<file path="src/rtl/bio_pkg.sv">
package bio_pkg;
   localparam int unsigned REG_AW = 5;

   typedef enum logic [2:0] {
      IDX_ADDR = 3'd0,
      IDX_DATA = 3'd1,
      IDX_CTRL = 3'd2,
      IDX_STAT = 3'd3,
      IDX_IEN  = 3'd4
   } reg_idx_e;

   localparam int unsigned ST_BUSY = 0;
   localparam int unsigned ST_DONE = 1;
   localparam int unsigned ST_ERR  = 2;
   localparam int unsigned ST_CFG  = 3;
endpackage

</file>
<file path="src/rtl/bio_lane_cap.sv">
module bio_lane_cap #(
   parameter int unsigned DATA_W          = 32,
   parameter bit          MASK_IDLE_LANES = 1'b0,
   localparam int unsigned LANES          = DATA_W / 8
) (
   input  logic [DATA_W-1:0] old_word,
   input  logic [DATA_W-1:0] new_word,
   input  logic [LANES-1:0]  be_n,
   output logic [DATA_W-1:0] merged
);
   wire unused_lane_in = ^{old_word, be_n};

   for (genvar i = 0; i < LANES; i++) begin : g_lane
      if (MASK_IDLE_LANES) begin : g_mask
         assign merged[8*i +: 8] = be_n[i] ? old_word[8*i +: 8] : new_word[8*i +: 8];
      end else begin : g_full
         assign merged[8*i +: 8] = new_word[8*i +: 8];
      end
   end
endmodule

</file>
<file path="src/rtl/bio_regs.sv">
module bio_regs
   import bio_pkg::*;
#(
   parameter int unsigned DATA_W = 32,
   parameter int unsigned ADDR_W = 32
) (
   input  logic              clk,
   input  logic              rst_n,
   input  logic              wr_en,
   input  reg_idx_e          idx,
   input  logic [DATA_W-1:0] wdata,
   input  logic              cap_en,
   input  logic [DATA_W-1:0] cap_data,
   output logic [ADDR_W-1:0] addr_q,
   output logic [DATA_W-1:0] data_q,
   output logic              ien_q
);
   always_ff @(posedge clk or negedge rst_n) begin
      if (!rst_n) begin
         addr_q <= '0;
         data_q <= '0;
         ien_q  <= 1'b0;
      end else begin
         if (wr_en && idx == IDX_ADDR) addr_q <= wdata[ADDR_W-1:0];
         if (cap_en)                        data_q <= cap_data;
         else if (wr_en && idx == IDX_DATA) data_q <= wdata;
         if (wr_en && idx == IDX_IEN)  ien_q <= wdata[0];
      end
   end

   assert_data_hold_R5: assert property (@(posedge clk) disable iff (!rst_n)
      (!cap_en && !(wr_en && idx == IDX_DATA)) |=> $stable(data_q));
endmodule

</file>
<file path="src/rtl/bio_seq.sv">
module bio_seq #(
   parameter int unsigned DATA_W = 32,
   parameter int unsigned ADDR_W = 32,
   localparam int unsigned LANES = DATA_W / 8
) (
   input  logic              clk,
   input  logic              rst_n,
   input  logic              start_wr,
   input  logic [LANES:0]    ctrl_in,
   input  logic              clr_done,
   input  logic              clr_err,
   input  logic              cfg_busy,
   input  logic [ADDR_W-1:0] addr_in,
   input  logic [DATA_W-1:0] data_in,
   input  logic              bus_ack,
   output logic              busy_q,
   output logic              done_q,
   output logic              err_q,
   output logic [LANES:0]    ctrl_q,
   output logic              bus_req,
   output logic              bus_rd,
   output logic [ADDR_W-1:0] bus_addr,
   output logic [LANES-1:0]  bus_be_n,
   output logic [DATA_W-1:0] bus_wdata,
   output logic              cap_en
);
   logic              accept, reject, finish;
   logic [ADDR_W-1:0] addr_snap;
   logic [DATA_W-1:0] data_snap;

   assign accept = start_wr && !busy_q && !cfg_busy;
   assign reject = start_wr && (busy_q || cfg_busy);
   assign finish = busy_q && bus_ack;

   always_ff @(posedge clk or negedge rst_n) begin
      if (!rst_n) begin
         busy_q    <= 1'b0;
         done_q    <= 1'b0;
         err_q     <= 1'b0;
         ctrl_q    <= '0;
         addr_snap <= '0;
         data_snap <= '0;
      end else begin
         if (accept) begin
            busy_q    <= 1'b1;
            ctrl_q    <= ctrl_in;
            addr_snap <= addr_in;
            data_snap <= data_in;
         end else if (finish) begin
            busy_q <= 1'b0;
         end
         done_q <= finish || (done_q && !clr_done);
         err_q  <= reject || (err_q && !clr_err);
      end
   end

   assign bus_req   = busy_q;
   assign bus_rd    = ctrl_q[LANES];
   assign bus_be_n  = busy_q ? ctrl_q[LANES-1:0] : '1;
   assign bus_addr  = addr_snap;
   assign bus_wdata = data_snap;
   assign cap_en    = finish && ctrl_q[LANES];

   assert_launch_R1: assert property (@(posedge clk) disable iff (!rst_n)
      (start_wr && !bus_req && !cfg_busy) |=> bus_req);
   assert_hold_req_R1: assert property (@(posedge clk) disable iff (!rst_n)
      (bus_req && !bus_ack) |=> bus_req);
   assert_be_steady_R2: assert property (@(posedge clk) disable iff (!rst_n)
      (bus_req && $past(bus_req)) |-> ($stable(bus_be_n) && $stable(bus_rd)));
   assert_finish_R6: assert property (@(posedge clk) disable iff (!rst_n)
      (bus_req && bus_ack) |=> (!bus_req && done_q));
   assert_done_keep_R7: assert property (@(posedge clk) disable iff (!rst_n)
      (done_q && !clr_done) |=> done_q);
   assert_refuse_R9: assert property (@(posedge clk) disable iff (!rst_n)
      (start_wr && (bus_req || cfg_busy)) |=> err_q);
   assert_inflight_R10: assert property (@(posedge clk) disable iff (!rst_n)
      (bus_req && $past(bus_req)) |-> ($stable(bus_addr) && $stable(bus_wdata)));
endmodule

</file>
<file path="src/rtl/bio_cycle_engine.sv">
module bio_cycle_engine
   import bio_pkg::*;
#(
   parameter int unsigned DATA_W          = 32,
   parameter int unsigned ADDR_W          = 32,
   parameter bit          MASK_IDLE_LANES = 1'b0,
   localparam int unsigned LANES          = DATA_W / 8
) (
   input  logic              clk,
   input  logic              rst_n,
   input  logic              cpu_wr,
   input  logic [REG_AW-1:0] cpu_addr,
   input  logic [DATA_W-1:0] cpu_wdata,
   output logic [DATA_W-1:0] cpu_rdata,
   input  logic              cfg_busy,
   output logic              bus_req,
   output logic              bus_rd,
   output logic [ADDR_W-1:0] bus_addr,
   output logic [LANES-1:0]  bus_be_n,
   output logic [DATA_W-1:0] bus_wdata,
   input  logic [DATA_W-1:0] bus_rdata,
   input  logic              bus_ack,
   output logic              irq
);
   if (DATA_W % 8 != 0 || DATA_W < 16) begin : g_bad_data_w
      $error("DATA_W must be a multiple of 8 and at least 16");
   end
   if (ADDR_W < 1 || ADDR_W > DATA_W) begin : g_bad_addr_w
      $error("ADDR_W must lie between 1 and DATA_W");
   end

   reg_idx_e          idx;
   logic              start_wr, clr_done, clr_err, ien_wr;
   logic              busy_q, done_q, err_q, ien_q, cap_en;
   logic [LANES:0]    ctrl_q;
   logic [ADDR_W-1:0] addr_q;
   logic [DATA_W-1:0] data_q, cap_word;
   wire               unused_lo_addr = ^cpu_addr[1:0];

   assign idx      = reg_idx_e'(cpu_addr[REG_AW-1:2]);
   assign start_wr = cpu_wr && idx == IDX_CTRL;
   assign clr_done = cpu_wr && idx == IDX_STAT && cpu_wdata[ST_DONE];
   assign clr_err  = cpu_wr && idx == IDX_STAT && cpu_wdata[ST_ERR];
   assign ien_wr   = cpu_wr && idx == IDX_IEN;

   bio_regs #(.DATA_W(DATA_W), .ADDR_W(ADDR_W)) u_regs (
      .clk(clk), .rst_n(rst_n), .wr_en(cpu_wr), .idx(idx), .wdata(cpu_wdata),
      .cap_en(cap_en), .cap_data(cap_word),
      .addr_q(addr_q), .data_q(data_q), .ien_q(ien_q)
   );

   bio_lane_cap #(.DATA_W(DATA_W), .MASK_IDLE_LANES(MASK_IDLE_LANES)) u_cap (
      .old_word(data_q), .new_word(bus_rdata), .be_n(bus_be_n), .merged(cap_word)
   );

   bio_seq #(.DATA_W(DATA_W), .ADDR_W(ADDR_W)) u_seq (
      .clk(clk), .rst_n(rst_n), .start_wr(start_wr),
      .ctrl_in(cpu_wdata[LANES:0]), .clr_done(clr_done), .clr_err(clr_err),
      .cfg_busy(cfg_busy), .addr_in(addr_q), .data_in(data_q), .bus_ack(bus_ack),
      .busy_q(busy_q), .done_q(done_q), .err_q(err_q), .ctrl_q(ctrl_q),
      .bus_req(bus_req), .bus_rd(bus_rd), .bus_addr(bus_addr),
      .bus_be_n(bus_be_n), .bus_wdata(bus_wdata), .cap_en(cap_en)
   );

   always_comb begin
      cpu_rdata = '0;
      case (idx)
         IDX_ADDR: cpu_rdata = DATA_W'(addr_q);
         IDX_DATA: cpu_rdata = data_q;
         IDX_CTRL: cpu_rdata = DATA_W'(ctrl_q);
         IDX_STAT: cpu_rdata = DATA_W'({cfg_busy, err_q, done_q, busy_q});
         IDX_IEN:  cpu_rdata = DATA_W'(ien_q);
         default:  cpu_rdata = '0;
      endcase
   end

   assign irq = done_q && ien_q;

   assert_irq_follow_R8: assert property (@(posedge clk) disable iff (!rst_n)
      (done_q && ien_q && !clr_done && !ien_wr) |=> irq);
   assert_irq_quiet_R8: assert property (@(posedge clk) disable iff (!rst_n)
      (!done_q && !bus_req) |=> !irq);
endmodule

</file>
<file path="config.mk">
export PLATFORM = sky130hd
export DESIGN_NAME = bio_cycle_engine
export DESIGN_NICKNAME = d
export VERILOG_FILES = /design/src/rtl/bio_pkg.sv /design/src/rtl/bio_lane_cap.sv /design/src/rtl/bio_regs.sv /design/src/rtl/bio_seq.sv /design/src/rtl/bio_cycle_engine.sv
export SDC_FILE = /design/constraint.sdc
export NUM_CORES = 1
export LEC_CHECK = 0
export BUFFER_PORTS_ARGS = -buffer_cell sky130_fd_sc_hd__clkbuf_2
export CAP_MARGIN = 20
export CORE_AREA = 10 10 118 120
export CTS_CLUSTER_DIAMETER = 40
export DETAILED_ROUTE_END_ITERATION = 8
export DIE_AREA = 0 0 128 130
export PLACE_DENSITY = 0.9
export SETUP_SLACK_MARGIN = 0.15
export SYNTH_ARGS = -nofsm -noshare
export SYNTH_HDL_FRONTEND = slang
export SYNTH_SLANG_ARGS = --single-unit
</file>
<file path="constraint.sdc">
create_clock -name clk -period 5.6 [get_ports clk]
set_clock_uncertainty 0.2 [all_clocks]
set_input_delay 0 -clock clk [delete_from_list [all_inputs] [get_ports clk]]
set_output_delay 0 -clock clk [all_outputs]
set_load 0.02 [all_outputs]
</file>
==> flow_summary.toml <==
[outcome]
outcome = "complete, no violations"

[timing]
fin_crit_ns = 2.67
finalCritPeriodShare = 0.477
maxSlewHeadroom = 0.328
worstMarginPinSlew_ns = 1.01
fmax_ghz = 0.375
slew_viol_final = 0
setup_viol_count_final = 0
final-hold-violation-count = 0
tns_ns = 0
rsz0062_at_grt = "no"

[cts]
clock_path_buffers = 2
cts_max_level = 4
cts.repair.resized = 0
cts_tree = "built"
cts-root-buf = "clkbuf_16"
cts_inserted_buffers = 17
cts.sinks = 137
clock_latency_ns = 0.42
clkTransAtPathRegs_ns = 0.06

[routing]
m1WireLength_um = 7250
viasPerCell = 5.53
wl_met3_um = 1160
highest-signal-layer = "met4"
met2_length_um = 10200
first_iter_violations = 347
wl_um = 19000
num_vias = 4787
avgRoutedWirePerCell_um = 22.0
drtPass1Iterations = 4
drcViolationCount = 0
ant_nets = 0

[yosys]
synth_cells = 430
synth_top_area_frac = 0.556
ys_seq_area_frac = 0.556
synth_cell_type_count = 27
syn_nets = 504
synth_seq_cells = 137
synth_warnings = 0
synth.avg_cell_area_um2 = 14.3
yosysTopAreaCell = "dfrtp_1"
yosys-top-cells-area = "dfrtp_1 (56%), mux2_4 (17%), mux2_2 (6.2%)"
syn_area_um2 = 6170

[floorplan]
die_h_um = 130
fp.dieW_um = 128
start_util = 0.527
core-area_um2 = 11700
rows = 40
dieArea_um2 = 16600
boundaryPins = 177

[critical_path]
worst_path_largest_cell_delay_ns = 0.71
worstSetupPathDepth = 3
crit_fanout = 36
reg2reg_from = "u_seq.bus_req"
crit_chain = "or4_4 > buf_4 > mux2_4"
crit_family = "buffers and inverters"
path_class = "reg -> reg"
r2r_setup_slack_ns = 2.93
setup.worst_path.start = "u_seq.bus_req"
r2r-end = "u_seq.bus_addr[20]"
start_kind = "register"
cp_data_arrival_time_ns = 2.76
reg2regPathDepth = 3
critPathBufInv = 1
cp_slowest_cell = "buf_4"
cp-endpoint = "u_seq.bus_addr[20]"
end_kind = "register"
cp.required_ns = 5.69

[hold_path]
hold_class = "in -> reg"

[power_and_ir_drop]
peakVddDrop_mv = 0.288
cellPowerDensity_nw_per_um2 = 419
power_w = 0.00367
p_leak_nw = 4.32

[global_route]
groute.usage.overall = 0.231
grt-ovfl-total = 0
antenna_found_initial = 0
grt_max_degree = 82
grt_pass1_vias = 5350
grt_pass1_wl_um = 30100

[job]
max_cap_viol_count = 0

[finish]
nets = 781
final_common_cell = "clkbuf_2"
final_cell_mix = "clkbuf_2 (173), dfrtp_1 (137), dlygate4sd3_1 (103)"
drive_gt1_frac = 0.446
area_growth_pct = 41.9
final_util = 0.747

[placed_design]
dp_hpwl_um = 11200
numPortBuffers = 174
gp_congestion = 0.805
## worst min path at each step
stage	from	endpoint	slack, ns	cells past startpoint
floorplan	rst_n	u_regs.addr_q[0]	-0.50	0
global placement	rst_n	u_seq.bus_addr[6]	-0.23	1
detailed placement	rst_n	u_seq.bus_wdata[6]	-0.21	1
CTS	cpu_addr[4]	u_regs.ien_q	0.08	3
global route	cpu_addr[4]	u_regs.ien_q	0.11	3
finish	cpu_addr[4]	u_regs.ien_q	0.10	3
## cells in the mapped netlist (all sizes together)
cell type  instances
dfrtp            137
mux2             103
nand2             35
o21ai             35
mux2i             33
a22o              27
buf               18
clkbuf            11
nand2b             6
mux4               4
nor2               3
nor2b              3
nor3b              3
inv                2
nand3b             2
nor3               2
a2bb2oi            1
and2               1
and3               1
nor4bb             1
o21a               1
or4                1
## sequential cells by signal, indices dropped and copies added (netlist names)
signal / count
u_regs.addr_q: 32
u_regs.data_q: 32
u_regs.ien_q: 1
u_seq.bus_addr: 32
u_seq.bus_req: 1
u_seq.bus_wdata: 32
u_seq.ctrl_q: 5
u_seq.done_q: 1
u_seq.err_q: 1
## layer usage
layer / vias to the layer above / global-route usage
met5: - / 0
met4: 0 / 0.0993
met3: 39 / 0.0714
met2: 180 / 0.407
met1: 2458 / 0.251
li1: 2110 / -
## repair_timing
item                                    CTS  global route
setup buffers                             0             0
hold buffers                            104             0
endpoints found under the setup margin    0             0
hold endpoints to repair                129             0
## power by group
group / leakage [nW] / total [W] / switching, W / internal, W
Combinational: 2.37 / 0.00113 / 0.000542 / 0.000592
Clock: 0.257 / 0.00102 / 0.000394 / 0.000624
Sequential: 1.69 / 0.00152 / 0.000230 / 0.00129
Total: 4.32 / 0.00367 / 0.00117 / 0.00250
## logic make-up after synthesis
group | share of synthesized area
buf+inv | 0.0300
flops | 0.556
simple gates | 0.0465
mux | 0.298
compound gates | 0.0694
## final cells by class
class / instances / area (um^2)
multi-input cells: 262 / 2590
clock buffers: 25 / 475
well taps: 147 / 184
clock inverters: 4 / 45.0
flip-flops and latches: 137 / 3430
inverters: 2 / 7.51
repair buffers: 287 / 2020
diodes: 1 / 2.50
fillers: 687 / 2960
## worst register-to-register path, cell delays in order (launching register included)
cell,delay (ns)
dfrtp_1,0.56
or4_4,0.67
buf_4,0.75
mux2_4,0.37
## metrics by stage
stage | hold slack, ns | worst slack, ns | cells | area (um^2)
2_1_floorplan | -0.496 | 3.61 | 430 | 6170
3_3_place_gp | -0.231 | 3.05 | 730 | 7150
3_5_place_dp | -0.211 | 2.98 | 730 | 7150
4_1_cts | 0.0809 | 2.82 | 863 | 8730
5_1_grt | 0.108 | 2.89 | 864 | 8750
6_report | 0.105 | 2.93 | 865 | 8750
No activity file was read; power rests on OpenSTA's default activity.
